### src/rtl/gpio_pkg.sv
package gpio_pkg;
  // Decoded target of a register-window access
  typedef enum logic [1:0] {
    SEL_NONE = 2'd0,
    SEL_DATA = 2'd1,
    SEL_DIR  = 2'd2
  } gpio_sel_e;
endpackage

### src/rtl/gpio_bus_port.sv
// Request/response handshake and address decode for the register window.
module gpio_bus_port
  import gpio_pkg::*;
#(
  parameter int PINS    = 8,
  parameter int ADDR_W  = 12,
  parameter int DATA_W  = 32,
  parameter int DIR_OFF = 'h400
) (
  input  logic              clk,
  input  logic              rst_n,
  input  logic              req_valid,
  output logic              req_ready,
  input  logic              req_write,
  input  logic [ADDR_W-1:0] req_addr,
  input  logic [DATA_W-1:0] req_wdata,
  output logic              rsp_valid,
  input  logic              rsp_ready,
  output logic [DATA_W-1:0] rsp_rdata,
  // towards the register file
  output logic              acc_wr,
  output gpio_sel_e         acc_sel,
  output logic [PINS-1:0]   acc_mask,
  output logic [PINS-1:0]   acc_wbits,
  input  logic [PINS-1:0]   rd_bits
);
  localparam int MASK_LO = 2;
  localparam int MASK_HI = MASK_LO + PINS - 1;
  localparam int PAD_W   = DATA_W - PINS;
  localparam logic [ADDR_W-1:0] DIR_ADDR = ADDR_W'(DIR_OFF);

  logic              take;
  logic              rsp_valid_q;
  logic [DATA_W-1:0] rsp_rdata_q;
  logic              unused_wdata_hi;

  assign req_ready = ~rsp_valid_q;
  assign take      = req_valid & req_ready;

  always_comb begin
    if (req_addr < DIR_ADDR)       acc_sel = SEL_DATA;
    else if (req_addr == DIR_ADDR) acc_sel = SEL_DIR;
    else                           acc_sel = SEL_NONE;
  end

  assign acc_wr          = take & req_write;
  assign acc_mask        = req_addr[MASK_HI:MASK_LO];
  assign acc_wbits       = req_wdata[PINS-1:0];
  assign unused_wdata_hi = ^req_wdata[DATA_W-1:PINS];

  always_ff @(posedge clk or negedge rst_n) begin
    if (!rst_n) begin
      rsp_valid_q <= 1'b0;
      rsp_rdata_q <= '0;
    end else if (take) begin
      rsp_valid_q <= 1'b1;
      rsp_rdata_q <= req_write ? '0 : {{PAD_W{1'b0}}, rd_bits};
    end else if (rsp_valid_q && rsp_ready) begin
      rsp_valid_q <= 1'b0;
    end
  end

  assign rsp_valid = rsp_valid_q;
  assign rsp_rdata = rsp_rdata_q;
endmodule

### src/rtl/gpio_in_sync.sv
// Per-pin multi-flop synchroniser for asynchronous pin levels.
module gpio_in_sync #(
  parameter int PINS   = 8,
  parameter int STAGES = 2
) (
  input  logic            clk,
  input  logic            rst_n,
  input  logic [PINS-1:0] pin_async,
  output logic [PINS-1:0] pin_sync
);
  for (genvar p = 0; p < PINS; p++) begin : g_pin
    logic [STAGES-1:0] chain_q;
    always_ff @(posedge clk or negedge rst_n) begin
      if (!rst_n) chain_q <= '0;
      else        chain_q <= {chain_q[STAGES-2:0], pin_async[p]};
    end
    assign pin_sync[p] = chain_q[STAGES-1];
  end
endmodule

### src/rtl/gpio_pin_regs.sv
// Direction and data registers plus registered pin drive.
module gpio_pin_regs
  import gpio_pkg::*;
#(
  parameter int PINS = 8
) (
  input  logic            clk,
  input  logic            rst_n,
  input  logic            acc_wr,
  input  gpio_sel_e       acc_sel,
  input  logic [PINS-1:0] acc_mask,
  input  logic [PINS-1:0] acc_wbits,
  input  logic [PINS-1:0] pin_sync,
  output logic [PINS-1:0] rd_bits,
  output logic [PINS-1:0] dir_q,
  output logic [PINS-1:0] data_q,
  output logic [PINS-1:0] pin_out
);
  logic wr_data_en;
  logic wr_dir_en;

  assign wr_data_en = acc_wr && (acc_sel == SEL_DATA);
  assign wr_dir_en  = acc_wr && (acc_sel == SEL_DIR);

  always_ff @(posedge clk or negedge rst_n) begin
    if (!rst_n)         dir_q <= '0;
    else if (wr_dir_en) dir_q <= acc_wbits;
  end

  // Each data bit is either an output latch or an input capture.
  for (genvar p = 0; p < PINS; p++) begin : g_bit
    always_ff @(posedge clk or negedge rst_n) begin
      if (!rst_n) begin
        data_q[p] <= 1'b0;
      end else if (!dir_q[p]) begin
        data_q[p] <= pin_sync[p];
      end else if (wr_data_en && acc_mask[p]) begin
        data_q[p] <= acc_wbits[p];
      end
    end
  end

  // Input pins float high on the drive side.
  always_ff @(posedge clk or negedge rst_n) begin
    if (!rst_n) pin_out <= '1;
    else        pin_out <= data_q | ~dir_q;
  end

  always_comb begin
    unique case (acc_sel)
      SEL_DATA: rd_bits = data_q & acc_mask;
      SEL_DIR:  rd_bits = dir_q;
      default:  rd_bits = '0;
    endcase
  end
endmodule

### src/rtl/gpio_masked_port.sv
module gpio_masked_port
  import gpio_pkg::*;
#(
  parameter int PINS    = 8,
  parameter int ADDR_W  = 12,
  parameter int DATA_W  = 32,
  parameter int DIR_OFF = 'h400,
  parameter int SYNC_N  = 2
) (
  input  logic              clk,
  input  logic              rst_n,
  input  logic              req_valid,
  output logic              req_ready,
  input  logic              req_write,
  input  logic [ADDR_W-1:0] req_addr,
  input  logic [DATA_W-1:0] req_wdata,
  output logic              rsp_valid,
  input  logic              rsp_ready,
  output logic [DATA_W-1:0] rsp_rdata,
  input  logic [PINS-1:0]   pin_in,
  output logic [PINS-1:0]   pin_out
);
  logic            acc_wr;
  gpio_sel_e       acc_sel;
  logic [PINS-1:0] acc_mask;
  logic [PINS-1:0] acc_wbits;
  logic [PINS-1:0] rd_bits;
  logic [PINS-1:0] pin_sync;
  logic [PINS-1:0] dir_q;
  logic [PINS-1:0] data_q;

  gpio_bus_port #(
    .PINS(PINS), .ADDR_W(ADDR_W), .DATA_W(DATA_W), .DIR_OFF(DIR_OFF)
  ) u_bus (
    .clk(clk), .rst_n(rst_n),
    .req_valid(req_valid), .req_ready(req_ready), .req_write(req_write),
    .req_addr(req_addr), .req_wdata(req_wdata),
    .rsp_valid(rsp_valid), .rsp_ready(rsp_ready), .rsp_rdata(rsp_rdata),
    .acc_wr(acc_wr), .acc_sel(acc_sel), .acc_mask(acc_mask),
    .acc_wbits(acc_wbits), .rd_bits(rd_bits)
  );

  gpio_in_sync #(.PINS(PINS), .STAGES(SYNC_N)) u_sync (
    .clk(clk), .rst_n(rst_n), .pin_async(pin_in), .pin_sync(pin_sync)
  );

  gpio_pin_regs #(.PINS(PINS)) u_regs (
    .clk(clk), .rst_n(rst_n),
    .acc_wr(acc_wr), .acc_sel(acc_sel), .acc_mask(acc_mask),
    .acc_wbits(acc_wbits), .pin_sync(pin_sync),
    .rd_bits(rd_bits), .dir_q(dir_q), .data_q(data_q), .pin_out(pin_out)
  );
endmodule

### config.mk
export PLATFORM = sky130hd
export DESIGN_NAME = gpio_masked_port
export DESIGN_NICKNAME = d
export VERILOG_FILES = /design/src/rtl/gpio_pkg.sv /design/src/rtl/gpio_bus_port.sv /design/src/rtl/gpio_in_sync.sv /design/src/rtl/gpio_pin_regs.sv /design/src/rtl/gpio_masked_port.sv
export SDC_FILE = /design/constraint.sdc
export NUM_CORES = 1
export LEC_CHECK = 0
export BUFFER_PORTS_ARGS = -buffer_cell sky130_fd_sc_hd__clkbuf_2
export CAP_MARGIN = 20
export CELL_PAD_IN_SITES_DETAIL_PLACEMENT = 0
export CELL_PAD_IN_SITES_GLOBAL_PLACEMENT = 2
export CORE_ASPECT_RATIO = 1.75
export CORE_MARGIN = 8
export CORE_UTILIZATION = 29
export CTS_BUF_LIST = sky130_fd_sc_hd__clkbuf_2
export CTS_CLUSTER_SIZE = 24
export DETAILED_ROUTE_END_ITERATION = 8
export HOLD_SLACK_MARGIN = 0.03
export PLACE_DENSITY_LB_ADDON = 0.1
export SLEW_MARGIN = 0
export SYNTH_ARGS = -nofsm -noshare
export SYNTH_HDL_FRONTEND = slang
export SYNTH_SLANG_ARGS = --single-unit
### constraint.sdc
create_clock -name clk -period 1.6 [get_ports clk]
set_input_delay 0.32 -clock clk [delete_from_list [all_inputs] [get_ports clk]]
set_output_delay 0.32 -clock clk [all_outputs]
set_load 0.05 [all_outputs]
-- Word-level counts from Yosys, hierarchy flattened
Index checks and enable logic that the tools add are counted.
Widths: inputs -> output; s select.
- magnitude comparators: 1
- eq/ne operators: 11
- muxes and demuxes: 22
- bitwise gates (word level): 6
- reductions and logical operators: 12
- operators with widths (operator ; count):
    $mux 1 ; 18
    $ne 2x2->1 const B ; 8
    $pmux 8 s2 ; 1
    $eq 12x11->1 const B ; 1
    $lt 12x11->1 const B ; 1
    $logic_and 1x1->1 ; 11
    $and 8x8->8 ; 1
    $mux 8 ; 1
    $not 8->8 ; 1
    $or 8x8->8 ; 1
    $mux 2 ; 2
    $and 1x1->1 ; 2
    $eq 2x1->1 const B ; 1
    $eq 2x2->1 const B ; 1
    $reduce_bool 2->1 ; 1
    $not 1->1 ; 1
- register bits after elaboration: 73
- bits of input ports: 57

-- Longest topological paths before layout
Gate-level depths: netlist of the first run.
- word-level depth: 8
- mapped depth: 5
- gate-level depth less buffers: 3

-- Hierarchy
From an unflattened synthesis of the first run, not the netlist that was laid out.
- cell total of the unflattened synthesis: 198
- area, all modules: 2417.3 um^2
- by module, submodules not included (module ; times used ; cells each ; area an instance (um^2) ; seq. area each (um^2)):
    gpio_pin_regs ; 1 ; 98 ; 1173.6 ; 610.6
    gpio_bus_port ; 1 ; 76 ; 783.3 ; 225.2
    gpio_in_sync ; 1 ; 24 ; 460.4 ; 400.4

-- Worst setup path before layout of the first run
Ideal clock, no wire load.
- kind: reg2reg
- start: reg u_bus.rsp_valid_q (netlist: u_bus.rsp_valid)
- end: reg u_regs.data_q[0]
- library setup time: 0.082 ns
- arrival time: 1.596 ns
- required time: 1.518 ns
- path slack: -0.078 ns
- stages on the path, launching flop included: 6
- cell sequence: dfrtp_1 > and3b_1 > buf_2 > buf_1 > a31o_2 > a31oi_1
- longest elaborated chain between the ends: 6
- ends and longest elaborated chain (what ; RTL line ; RTL):
    start: declaration ; gpio_bus_port.sv:33 ; logic rsp_valid_q;
    start signal: assignment ; gpio_bus_port.sv:53 ; rsp_valid_q <= 1'b0;
    start signal: assignment ; gpio_bus_port.sv:56 ; rsp_valid_q <= 1'b1;
    start signal: assignment ; gpio_bus_port.sv:59 ; rsp_valid_q <= 1'b0;
    $not 1->1 ; gpio_bus_port.sv:37 ; assign req_ready = ~rsp_valid_q;
    $and 1x1->1 ; gpio_bus_port.sv:38 ; assign take = req_valid & req_ready;
    $and 1x1->1 ; gpio_bus_port.sv:46 ; assign acc_wr = take & req_write;
    $logic_and 1x1->1 ; gpio_pin_regs.sv:22 ; assign wr_data_en = acc_wr && (acc_sel == SEL_DATA);
    $logic_and 1x1->1 ; gpio_pin_regs.sv:37 ; end else if (wr_data_en && acc_mask[p]) begin
    $ne 2x2->1 (no source line) ; - ;
    end signal: indexed assignment ; gpio_pin_regs.sv:36 ; data_q[p] <= pin_sync[p];
    end signal: indexed assignment ; gpio_pin_regs.sv:38 ; data_q[p] <= acc_wbits[p];
    end: declaration ; gpio_pin_regs.sv:16 ; output logic [PINS-1:0] data_q,
Every way passes these cells.
A chain may end at the register's enable or synchronous reset.

-- Final worst setup path of the first run
- start: reg u_regs.pin_out[6]
- end: out pin_out[6]
- RTL lines (what ; RTL line ; RTL):
    start: declaration ; gpio_pin_regs.sv:17 ; output logic [PINS-1:0] pin_out
    start signal: assignment ; gpio_pin_regs.sv:46 ; else pin_out <= data_q | ~dir_q;
    end: declaration ; gpio_masked_port.sv:21 ; output logic [PINS-1:0] pin_out
No word-level cell between the ends.

==> results of run 1 <==
-- synthesized netlist by cell type, drive strengths merged --
library cell  count
dfrtp            41
clkbuf            4
nor2              9
o21ai             1
inv               9
conb              1
a31oi            16
and3b             1
nor4b             1
a21oi            16
a31o              8
buf              26
dfstp             8
nand2b            1
nand2             8
nand4            17
nor4              2
nor3b             1
mux2              8
-- what timing repair did --
| item | in CTS | in global routing |
|---|---|---|
| endpoints found under the setup margin | 9 | 5 |
| gates resized for setup | 11 | 4 |
| setup buffers | 0 | 1 |
| hold buffers | 10 | 0 |
| endpoints found under the hold margin | 50 | 0 |
-- routing by layer --
metal	global-route usage (%)	vias to the layer above	routed length, um
li1	-	741	-
met1	11.2	779	2050
met2	19.9	50	3060
met3	3.56	8	360
met4	5.39	0	131
met5	0	-	0
-- worst max-delay path by stage --
stage	end	slack (ns)	cells after the start
final	pin_out[6]	0.06	1
after global routing	req_ready	-0.002	2
after CTS	pin_out[4]	0.02	1
after detailed placement	u_regs.dir_q[1]$_DFFE_PN0P_	-0.004	4
after global placement	u_regs.dir_q[5]$_DFFE_PN0P_	0.006	4
after floorplan	u_regs.data_q[0]$_DFFE_PN0P_	0.03	5
-- area by class of cell --
cell class                 count  share of cell area [%]
sequential                    49                    46.9
clock inverter                 1                   0.142
tap                           86                    4.08
timing repair buffer          74                    19.5
multi-input combinational    113                    26.9
clock buffer                   6                    1.14
inverter                       9                    1.28
-- state kept, by name (all words and copies together) (netlist names) --
signal and count:
u_bus.rsp_rdata 8, u_bus.rsp_valid 1, u_regs.data_q 8, u_regs.dir_q 8, u_regs.pin_out 8, u_sync.g_pin.chain_q 16
-- logic make-up after synthesis --
logic type / count (synthesis) / synth area share (%)
flip-flops: 49 / 58.9
AO/OA/AOI/OAI: 41 / 12.2
AND/OR/NAND/NOR: 40 / 13.1
buffers and inverters: 39 / 11.3
multiplexers: 8 / 4.30
other: 1 / 0.179
-- power by group through the flow --
stage | Combinational, mW | Clock (mW) | Sequential (mW)
global route | 0.625 | 0.567 | 1.35
global placement | 0.551 | 0 | 1.36
CTS | 0.581 | 0.523 | 1.34
detailed placement | 0.558 | 0 | 1.36
finish | 0.583 | 0.494 | 1.34
floorplan | 0.294 | 0 | 1.47
-- metrics by stage --
step | hold WS, ns | worst slack [ns] | utilization, % | total power, mW | std cells
finish | 0.0999 | 0.0559 | 37.0 | 2.42 | 338
global placement | 0.330 | 0.00600 | 34.5 | 1.91 | 320
CTS | 0.0720 | 0.0163 | 36.9 | 2.45 | 337
global route | 0.0729 | -0.00241 | 37.0 | 2.54 | 338
floorplan | 0.0244 | 0.0260 | - | 1.77 | 201
detailed placement | 0.334 | -0.00368 | 34.5 | 1.92 | 320
==> metrics.txt, run 1 <==
# TYPE chip_impl_metric gauge
chip_impl_info{name="hold_start",value="req_wdata[2]"} 1
chip_impl_metric{name="grt_overflow",unit=""} 0
chip_impl_metric{name="period_share",unit="%"} 96.5
chip_impl_metric{name="final.setup.tns",unit="ns"} 0
chip_impl_metric{name="clock_latency",unit="ns"} 0.45
chip_impl_metric{name="routed_vias",unit=""} 1578
chip_impl_metric{name="wire_length_of_the_first_global_routing_pass",unit="um"} 8700
chip_impl_metric{name="antenna_found_initial",unit=""} 0
chip_impl_info{name="timing.setup.critical_path_class",value="flip-flop to output port"} 1
chip_impl_metric{name="worst_r2r_path_depth",unit=""} 3
chip_impl_metric{name="fraction_of_final_layout_cells_sized_beyond_drive_strength_1",unit="%"} 39.3
chip_impl_metric{name="post-synth-top-area-fraction",unit="%"} 48.9
chip_impl_metric{name="ports",unit=""} 99
chip_impl_metric{name="chipHeight",unit="um"} 128
chip_impl_metric{name="area.sequential",unit="mm2"} 0.00124
chip_impl_metric{name="power.switching_fraction",unit="%"} 35.4
chip_impl_metric{name="p_leak",unit="nW"} 1.27
chip_impl_metric{name="reg2reg_slack",unit="ns"} 0.17
chip_impl_metric{name="crit_fanout",unit=""} 1
chip_impl_metric{name="footprint_of_the_multi_input_gates",unit="um2"} 709
chip_impl_metric{name="hold_violations",unit=""} 0
chip_impl_metric{name="clk_pin_slew",unit="ns"} 0.25
chip_impl_metric{name="maximum_achievable_frequency",unit="MHz"} 648
chip_impl_metric{name="power.share.sequential",unit="%"} 55.4
chip_impl_info{name="most-common-layout-cells",value="sky130_fd_sc_hd__clkbuf_2 (47), sky130_fd_sc_hd__dfrtp_1 (40), sky130_fd_sc_hd__conb_1 (24)"} 1
chip_impl_info{name="crit_start",value="u_regs.pin_out[6]$_DFF_PN1_"} 1
chip_impl_metric{name="grt_start_max_net_pins",unit=""} 50
chip_impl_metric{name="cts.sink_count",unit=""} 49
chip_impl_metric{name="synthToLayoutAreaGrowth",unit="%"} 25.8
chip_impl_metric{name="worst_clock_skew",unit="ns"} 0.0351
chip_impl_metric{name="max_stage_delay",unit="ns"} 0.57
chip_impl_metric{name="power.ir.vdd_worst",unit="mV"} 0.419
chip_impl_metric{name="antenna_diodes",unit=""} 0
chip_impl_metric{name="synth_cells",unit=""} 178
chip_impl_metric{name="netlist_area",unit="mm2"} 0.00210
chip_impl_info{name="cts_tree",value="done"} 1
chip_impl_info{name="crit_slowest_cell",value="sky130_fd_sc_hd__dfstp_2"} 1
chip_impl_info{name="crit-reg2reg-launch",value="u_bus.rsp_valid$_DFFE_PN0P_"} 1
chip_impl_metric{name="fp.dieArea",unit="mm2"} 0.0103
chip_impl_metric{name="tritoncts.num_buffers",unit=""} 5
chip_impl_info{name="cp-end-kind",value="output port"} 1
chip_impl_metric{name="power.net_switching",unit="mW"} 0.854
chip_impl_metric{name="fp.dieW",unit="um"} 80.3
chip_impl_info{name="synth.area.top_cells",value="sky130_fd_sc_hd__dfrtp_1 (49%), sky130_fd_sc_hd__dfstp_2 (10%), sky130_fd_sc_hd__buf_4 (8.6%)"} 1
chip_impl_metric{name="rows",unit=""} 41
chip_impl_metric{name="power_per_cell_area",unit="mW/mm2"} 916
chip_impl_metric{name="p_int",unit="mW"} 1.56
chip_impl_info{name="reg2reg_to",value="u_regs.dir_q[6]$_DFFE_PN0P_"} 1
chip_impl_metric{name="place.gp.congestion",unit=""} 0.761
chip_impl_metric{name="drc_errors",unit=""} 0
chip_impl_metric{name="synthDistinctLibCells",unit=""} 22
chip_impl_metric{name="core-area",unit="mm2"} 0.00713
chip_impl_metric{name="p_comb_share",unit="%"} 24.1
chip_impl_info{name="hold_path.class",value="input pin to flip-flop"} 1
chip_impl_metric{name="final_area",unit="mm2"} 0.00264
chip_impl_metric{name="synth-seq-area-share",unit="%"} 58.9
chip_impl_metric{name="period_needed",unit="ns"} 1.54
chip_impl_metric{name="finalSetupViolations",unit=""} 0
chip_impl_metric{name="clock_share_of_power",unit="%"} 20.4
chip_impl_metric{name="avgViaCountPerCell",unit=""} 4.67
chip_impl_metric{name="cp.required",unit="ns"} 1.28
chip_impl_metric{name="final-max-slew-violation-count",unit=""} 0
chip_impl_info{name="worstHoldEndpoint",value="u_regs.dir_q[2]$_DFFE_PN0P_"} 1
chip_impl_info{name="cp_top_family",value="flip-flops"} 1
chip_impl_info{name="critical_path_cell_sequence",value="clkbuf_4"} 1
chip_impl_metric{name="dpl.hpwl",unit="um"} 4080
chip_impl_metric{name="drt.antenna.violating_nets",unit=""} 0
chip_impl_metric{name="maximum_root_to_sink_buffer_count",unit=""} 2
chip_impl_metric{name="synth.yosys.warnings",unit=""} 0
chip_impl_metric{name="number_of_instances_on_the_worst_hold_path",unit=""} 2
chip_impl_metric{name="number_of_filler_cells_placed_in_the_layout",unit=""} 749
chip_impl_metric{name="postPlaceCellArea",unit="mm2"} 0.00246
chip_impl_metric{name="cp.buffers_inverters",unit=""} 1
chip_impl_metric{name="htree_num_levels",unit=""} 2
chip_impl_info{name="critical_path.startpoint_type",value="flip-flop"} 1
chip_impl_info{name="status",value="finished clean"} 1
chip_impl_metric{name="initial_core_util",unit="%"} 29.4
chip_impl_metric{name="via_count_of_the_first_global_routing_pass",unit=""} 1736
chip_impl_info{name="yosysTopAreaCell",value="sky130_fd_sc_hd__dfrtp_1"} 1
chip_impl_metric{name="drt-wirelength-per-cell",unit="um"} 16.6
chip_impl_metric{name="drt_iter0_markers",unit=""} 61
chip_impl_metric{name="drt-total-wl",unit="um"} 5600
chip_impl_info{name="cts.root.buffer_cell",value="sky130_fd_sc_hd__clkbuf_2"} 1
chip_impl_metric{name="buffer_ports.inserted",unit=""} 50
chip_impl_metric{name="synth-seq-cells",unit=""} 49
chip_impl_metric{name="drv_cap",unit=""} 0
chip_impl_metric{name="syn_avg_cell_area",unit="um2"} 11.8
chip_impl_metric{name="drtPass1Iterations",unit=""} 4
chip_impl_metric{name="nNetsFinal",unit=""} 309
chip_impl_metric{name="groute.usage.overall",unit="%"} 11.2
chip_impl_info{name="final_common_cell",value="sky130_fd_sc_hd__clkbuf_2"} 1
chip_impl_metric{name="arrival",unit="ns"} 1.22
(Power assumes the default switching activity.)
==> inputs of run 2 (changes only) <==
- CORE_UTILIZATION: 29 -> 31
- SYNTH_HIERARCHICAL: unset -> 1
==> run 2 against run 1 <==
- the flow now finishes with violations (negative setup slack)
- cell count grew 1.8%
- die area grew 6.5%
- routed wire length shrank 4.4%
- clock skew shrank 0.015 ns
- flip-flop and latch count is the same
- worst setup slack lost 0.073 ns
- clock power grew 4%
- combinational power shrank 27%
- critical path type is now input pin to flip-flop
- critical endpoint is now u_bus/rsp_rdata[0]$_DFFE_PN0P_
- largest cell class unchanged
- largest power group unchanged
- highest routed layer unchanged
==> metrics.txt, run 2 <==
# TYPE chip_impl_metric gauge
chip_impl_metric{name="global_route.usage.met1",unit="%"} 10.9
chip_impl_info{name="final_common_cell",value="sky130_fd_sc_hd__clkbuf_2"} 1
chip_impl_metric{name="initial_core_util",unit="%"} 31.9
chip_impl_metric{name="wire_length_of_the_first_global_routing_pass",unit="um"} 8380
chip_impl_metric{name="drt_iter0_markers",unit=""} 49
chip_impl_metric{name="ports",unit=""} 99
chip_impl_metric{name="tritoncts.num_buffers",unit=""} 5
chip_impl_metric{name="buffer_ports.inserted",unit=""} 50
chip_impl_metric{name="maximum_root_to_sink_buffer_count",unit=""} 2
chip_impl_metric{name="synthesized_area_fraction_occupied_by_xor_and_xnor_cells",unit="%"} 0
chip_impl_info{name="synth.area.top_cells",value="sky130_fd_sc_hd__dfrtp_1 (42%), sky130_fd_sc_hd__buf_4 (15%), sky130_fd_sc_hd__mux2_4 (9.9%)"} 1
chip_impl_metric{name="synthToLayoutAreaGrowth",unit="%"} 21.1
chip_impl_metric{name="netlist_area",unit="mm2"} 0.00242
chip_impl_metric{name="clock_latency",unit="ns"} 0.44
chip_impl_metric{name="arrival",unit="ns"} 1.99
chip_impl_metric{name="p_leak",unit="nW"} 1.46
chip_impl_metric{name="routed_vias",unit=""} 1453
chip_impl_metric{name="power.ir.vdd_worst",unit="mV"} 0.392
chip_impl_metric{name="whs",unit="ns"} 0.107
chip_impl_info{name="cts.root.buffer_cell",value="sky130_fd_sc_hd__clkbuf_2"} 1
chip_impl_metric{name="cp.required",unit="ns"} 1.97
chip_impl_info{name="crit_slowest_cell",value="sky130_fd_sc_hd__nor4_4"} 1
chip_impl_info{name="yosysTopAreaCell",value="sky130_fd_sc_hd__dfrtp_1"} 1
chip_impl_metric{name="grt_start_max_net_pins",unit=""} 50
chip_impl_metric{name="period_share",unit="%"} 101
chip_impl_metric{name="postPlaceCellArea",unit="mm2"} 0.00264
chip_impl_info{name="status",value="complete, but fails checks"} 1
chip_impl_metric{name="use_met2",unit="%"} 17.4
chip_impl_info{name="hold_path.class",value="input pin to flip-flop"} 1
chip_impl_info{name="cp-end-kind",value="flip-flop"} 1
chip_impl_metric{name="chipHeight",unit="um"} 133
chip_impl_metric{name="synth_edf_count",unit=""} 0
chip_impl_metric{name="worst_slack",unit="ns"} -0.0173
chip_impl_metric{name="htree_num_levels",unit=""} 2
chip_impl_metric{name="avgViaCountPerCell",unit=""} 4.22
chip_impl_metric{name="total_power",unit="mW"} 2.24
chip_impl_info{name="unrepaired_setup_endpoints_after_global_routing",value="true"} 1
chip_impl_metric{name="share_of_the_synthesized_area_in_compound_gates_ao_oa_aoi_oai",unit="%"} 4.87
chip_impl_metric{name="synthDistinctLibCells",unit=""} 26
chip_impl_info{name="synthMostInstantiatedCell",value="sky130_fd_sc_hd__buf_4"} 1
chip_impl_metric{name="synth.yosys.warnings",unit=""} 6
chip_impl_metric{name="final_area",unit="mm2"} 0.00293
chip_impl_info{name="timing.setup.critical_path_class",value="input pin to flip-flop"} 1
chip_impl_metric{name="met3_usage",unit="%"} 2.65
chip_impl_metric{name="period_needed",unit="ns"} 1.62
chip_impl_metric{name="post-synth-top-area-fraction",unit="%"} 42.4
chip_impl_metric{name="synth.area.mux_share",unit="%"} 13.3
chip_impl_metric{name="groute.usage.overall",unit="%"} 10.1
chip_impl_metric{name="worst_clock_skew",unit="ns"} 0.0198
chip_impl_metric{name="synth-seq-cells",unit=""} 49
chip_impl_metric{name="final.setup.tns",unit="ns"} -0.0177
chip_impl_metric{name="dpl.hpwl",unit="um"} 4060
chip_impl_metric{name="fraction_of_final_layout_cells_sized_beyond_drive_strength_1",unit="%"} 46.5
chip_impl_metric{name="via_count_of_the_first_global_routing_pass",unit=""} 1624
chip_impl_metric{name="synth_cells",unit=""} 198
chip_impl_metric{name="number_of_filler_cells_placed_in_the_layout",unit=""} 788
chip_impl_info{name="post_synth_most_frequent_cells",value="sky130_fd_sc_hd__buf_4 (49), sky130_fd_sc_hd__dfrtp_1 (41), sky130_fd_sc_hd__nor2_1 (17)"} 1
chip_impl_metric{name="nNetsFinal",unit=""} 314
chip_impl_metric{name="drt-total-wl",unit="um"} 5360
chip_impl_metric{name="maximum_achievable_frequency",unit="MHz"} 618
chip_impl_metric{name="async_reset_ff_share",unit="%"} 100
chip_impl_metric{name="drv_cap",unit=""} 0
chip_impl_metric{name="place.gp.congestion",unit=""} 0.732
chip_impl_metric{name="reg2reg_slack",unit="ns"} 0.14
chip_impl_info{name="cts_tree",value="done"} 1
chip_impl_metric{name="yosys.area_share.adder",unit="%"} 1.04
chip_impl_info{name="synth_flop_cell",value="sky130_fd_sc_hd__dfrtp_1"} 1
chip_impl_metric{name="cts.sink_count",unit=""} 49
chip_impl_metric{name="drtPass1Iterations",unit=""} 4
chip_impl_metric{name="rows",unit=""} 42
chip_impl_metric{name="grt_overflow",unit=""} 0
chip_impl_info{name="most-common-layout-cells",value="sky130_fd_sc_hd__clkbuf_2 (45), sky130_fd_sc_hd__dfrtp_1 (40), sky130_fd_sc_hd__conb_1 (24), sky130_fd_sc_hd__buf_4 (23), sky130_fd_sc_hd__nor2_1 (17)"} 1
chip_impl_metric{name="hold_violations",unit=""} 0
chip_impl_metric{name="drt-wirelength-per-cell",unit="um"} 15.6
chip_impl_metric{name="clk_pin_slew",unit="ns"} 0.24
chip_impl_metric{name="fp.dieArea",unit="mm2"} 0.0110
chip_impl_metric{name="drc_errors",unit=""} 0
chip_impl_info{name="violations_in_the_final_reports",value="negative setup slack"} 1
chip_impl_metric{name="antenna_diodes",unit=""} 0
chip_impl_metric{name="synth_simple_gate_area_share",unit="%"} 11.7
chip_impl_metric{name="finalSetupViolations",unit=""} 2
chip_impl_metric{name="syn_avg_cell_area",unit="um2"} 12.2
chip_impl_info{name="top_register",value="u_sync/g_pin.chain_q"} 1
chip_impl_metric{name="antenna_found_initial",unit=""} 0
chip_impl_metric{name="core-area",unit="mm2"} 0.00757
chip_impl_info{name="critical_path_cell_sequence",value="buf_8, nor4_4, and3_4, inv_4, ha_4, buf_12, a32oi_2, nor2_1, and2b_4, mux2_4"} 1
chip_impl_metric{name="power_per_cell_area",unit="mW/mm2"} 764
chip_impl_metric{name="largest_register_ffs",unit=""} 16
chip_impl_metric{name="final-max-slew-violation-count",unit=""} 0
chip_impl_info{name="main_combinational_cell_family_by_area_after_synthesis",value="buffers and inverters"} 1
chip_impl_metric{name="drt.antenna.violating_nets",unit=""} 0
chip_impl_metric{name="fp.dieW",unit="um"} 82.8
chip_impl_metric{name="crit_fanout",unit=""} 6
chip_impl_info{name="critical_path.startpoint_type",value="input pin"} 1
chip_impl_info{name="busiest_layer_in_global_routing",value="met2"} 1
chip_impl_metric{name="synth-seq-area-share",unit="%"} 51.1
chip_impl_metric{name="max_stage_delay",unit="ns"} 0.29
-- run 2: metrics by stage --
step	std cells	utilization, %	worst slack [ns]
after detailed placement	325	34.9	-0.675
after CTS	343	37.5	-0.000921
after global placement	325	34.9	-0.652
final	344	38.7	-0.0173
after floorplan	221	-	-0.330
after global routing	344	38.7	-0.0202
-- run 2: critical path, delay by kind of cell --
kind	cells	cell delay [ns]
and+or+nand+nor	4	0.76
adders and majority gates	1	0.19
muxes	1	0.25
AOI/OAI and AO/OA	1	0.18
buffers and inverters	3	0.27
-- run 2: final timing paths --
check,from,to,depth (start not counted)
min,req_wdata[2],u_regs/dir_q[2]$_DFFE_PN0P_,2
max reg2reg,u_bus/rsp_valid$_DFFE_PN0P_,u_regs/dir_q[3]$_DFFE_PN0P_,5
min in group asynchronous,rst_n,u_bus/rsp_rdata[6]$_DFFE_PN0P_,3
max,req_addr[9],u_bus/rsp_rdata[0]$_DFFE_PN0P_,10
min reg2reg,u_sync/g_pin[1].chain_q[0]$_DFF_PN0_,u_sync/g_pin[1].chain_q[1]$_DFF_PN0_,0
max in group asynchronous,rst_n,u_regs/pin_out[4]$_DFF_PN1_,3
-- run 2: power breakdown --
part           internal (mW)  total [mW]  switching, mW  leakage (nW)
clock network          0.120       0.513          0.393        0.0292
registers               1.28        1.30         0.0186         0.598
logic                  0.145       0.426          0.281         0.834
-- run 2: final cells by class --
type                            count  area, um2  area share, %
Sequential cell                    49       1240           42.3
Multi-Input combinational cell    115        916           31.3
Timing Repair Buffer               81        608           20.8
Tap cell                           88        110           3.76
Clock buffer                        7       35.0           1.20
Inverter                            3       13.8          0.470
Clock inverter                      1       7.51          0.256
-- run 2: cell families (layout without fill, tap and decap cells) --
group | count (synthesis) | in the layout
AOI/OAI and AO/OA | 17 | 17
adders and majority gates | 2 | 2
buffers and inverters | 57 | 92
DFF | 49 | 49
muxes | 24 | 24
other | 1 | 24
and+or+nand+nor | 48 | 48
-- run 2: layer usage --
layer | up-vias | part of all wire (%)
met1 | 702 | 38
met3 | 6 | 5.2
li1 | 708 | -
met2 | 37 | 55
met4 | 0 | 1.8
met5 | - | 0
-- run 2: timing repair --
item / 4_1_cts / 5_1_grt
endpoints found under the setup margin: 17 / 16
pin swaps: 0 / 6
resized for setup: 14 / 27
hold buffers: 10 / 0
setup buffers: 0 / 2
endpoints found under the hold margin: 50 / 0
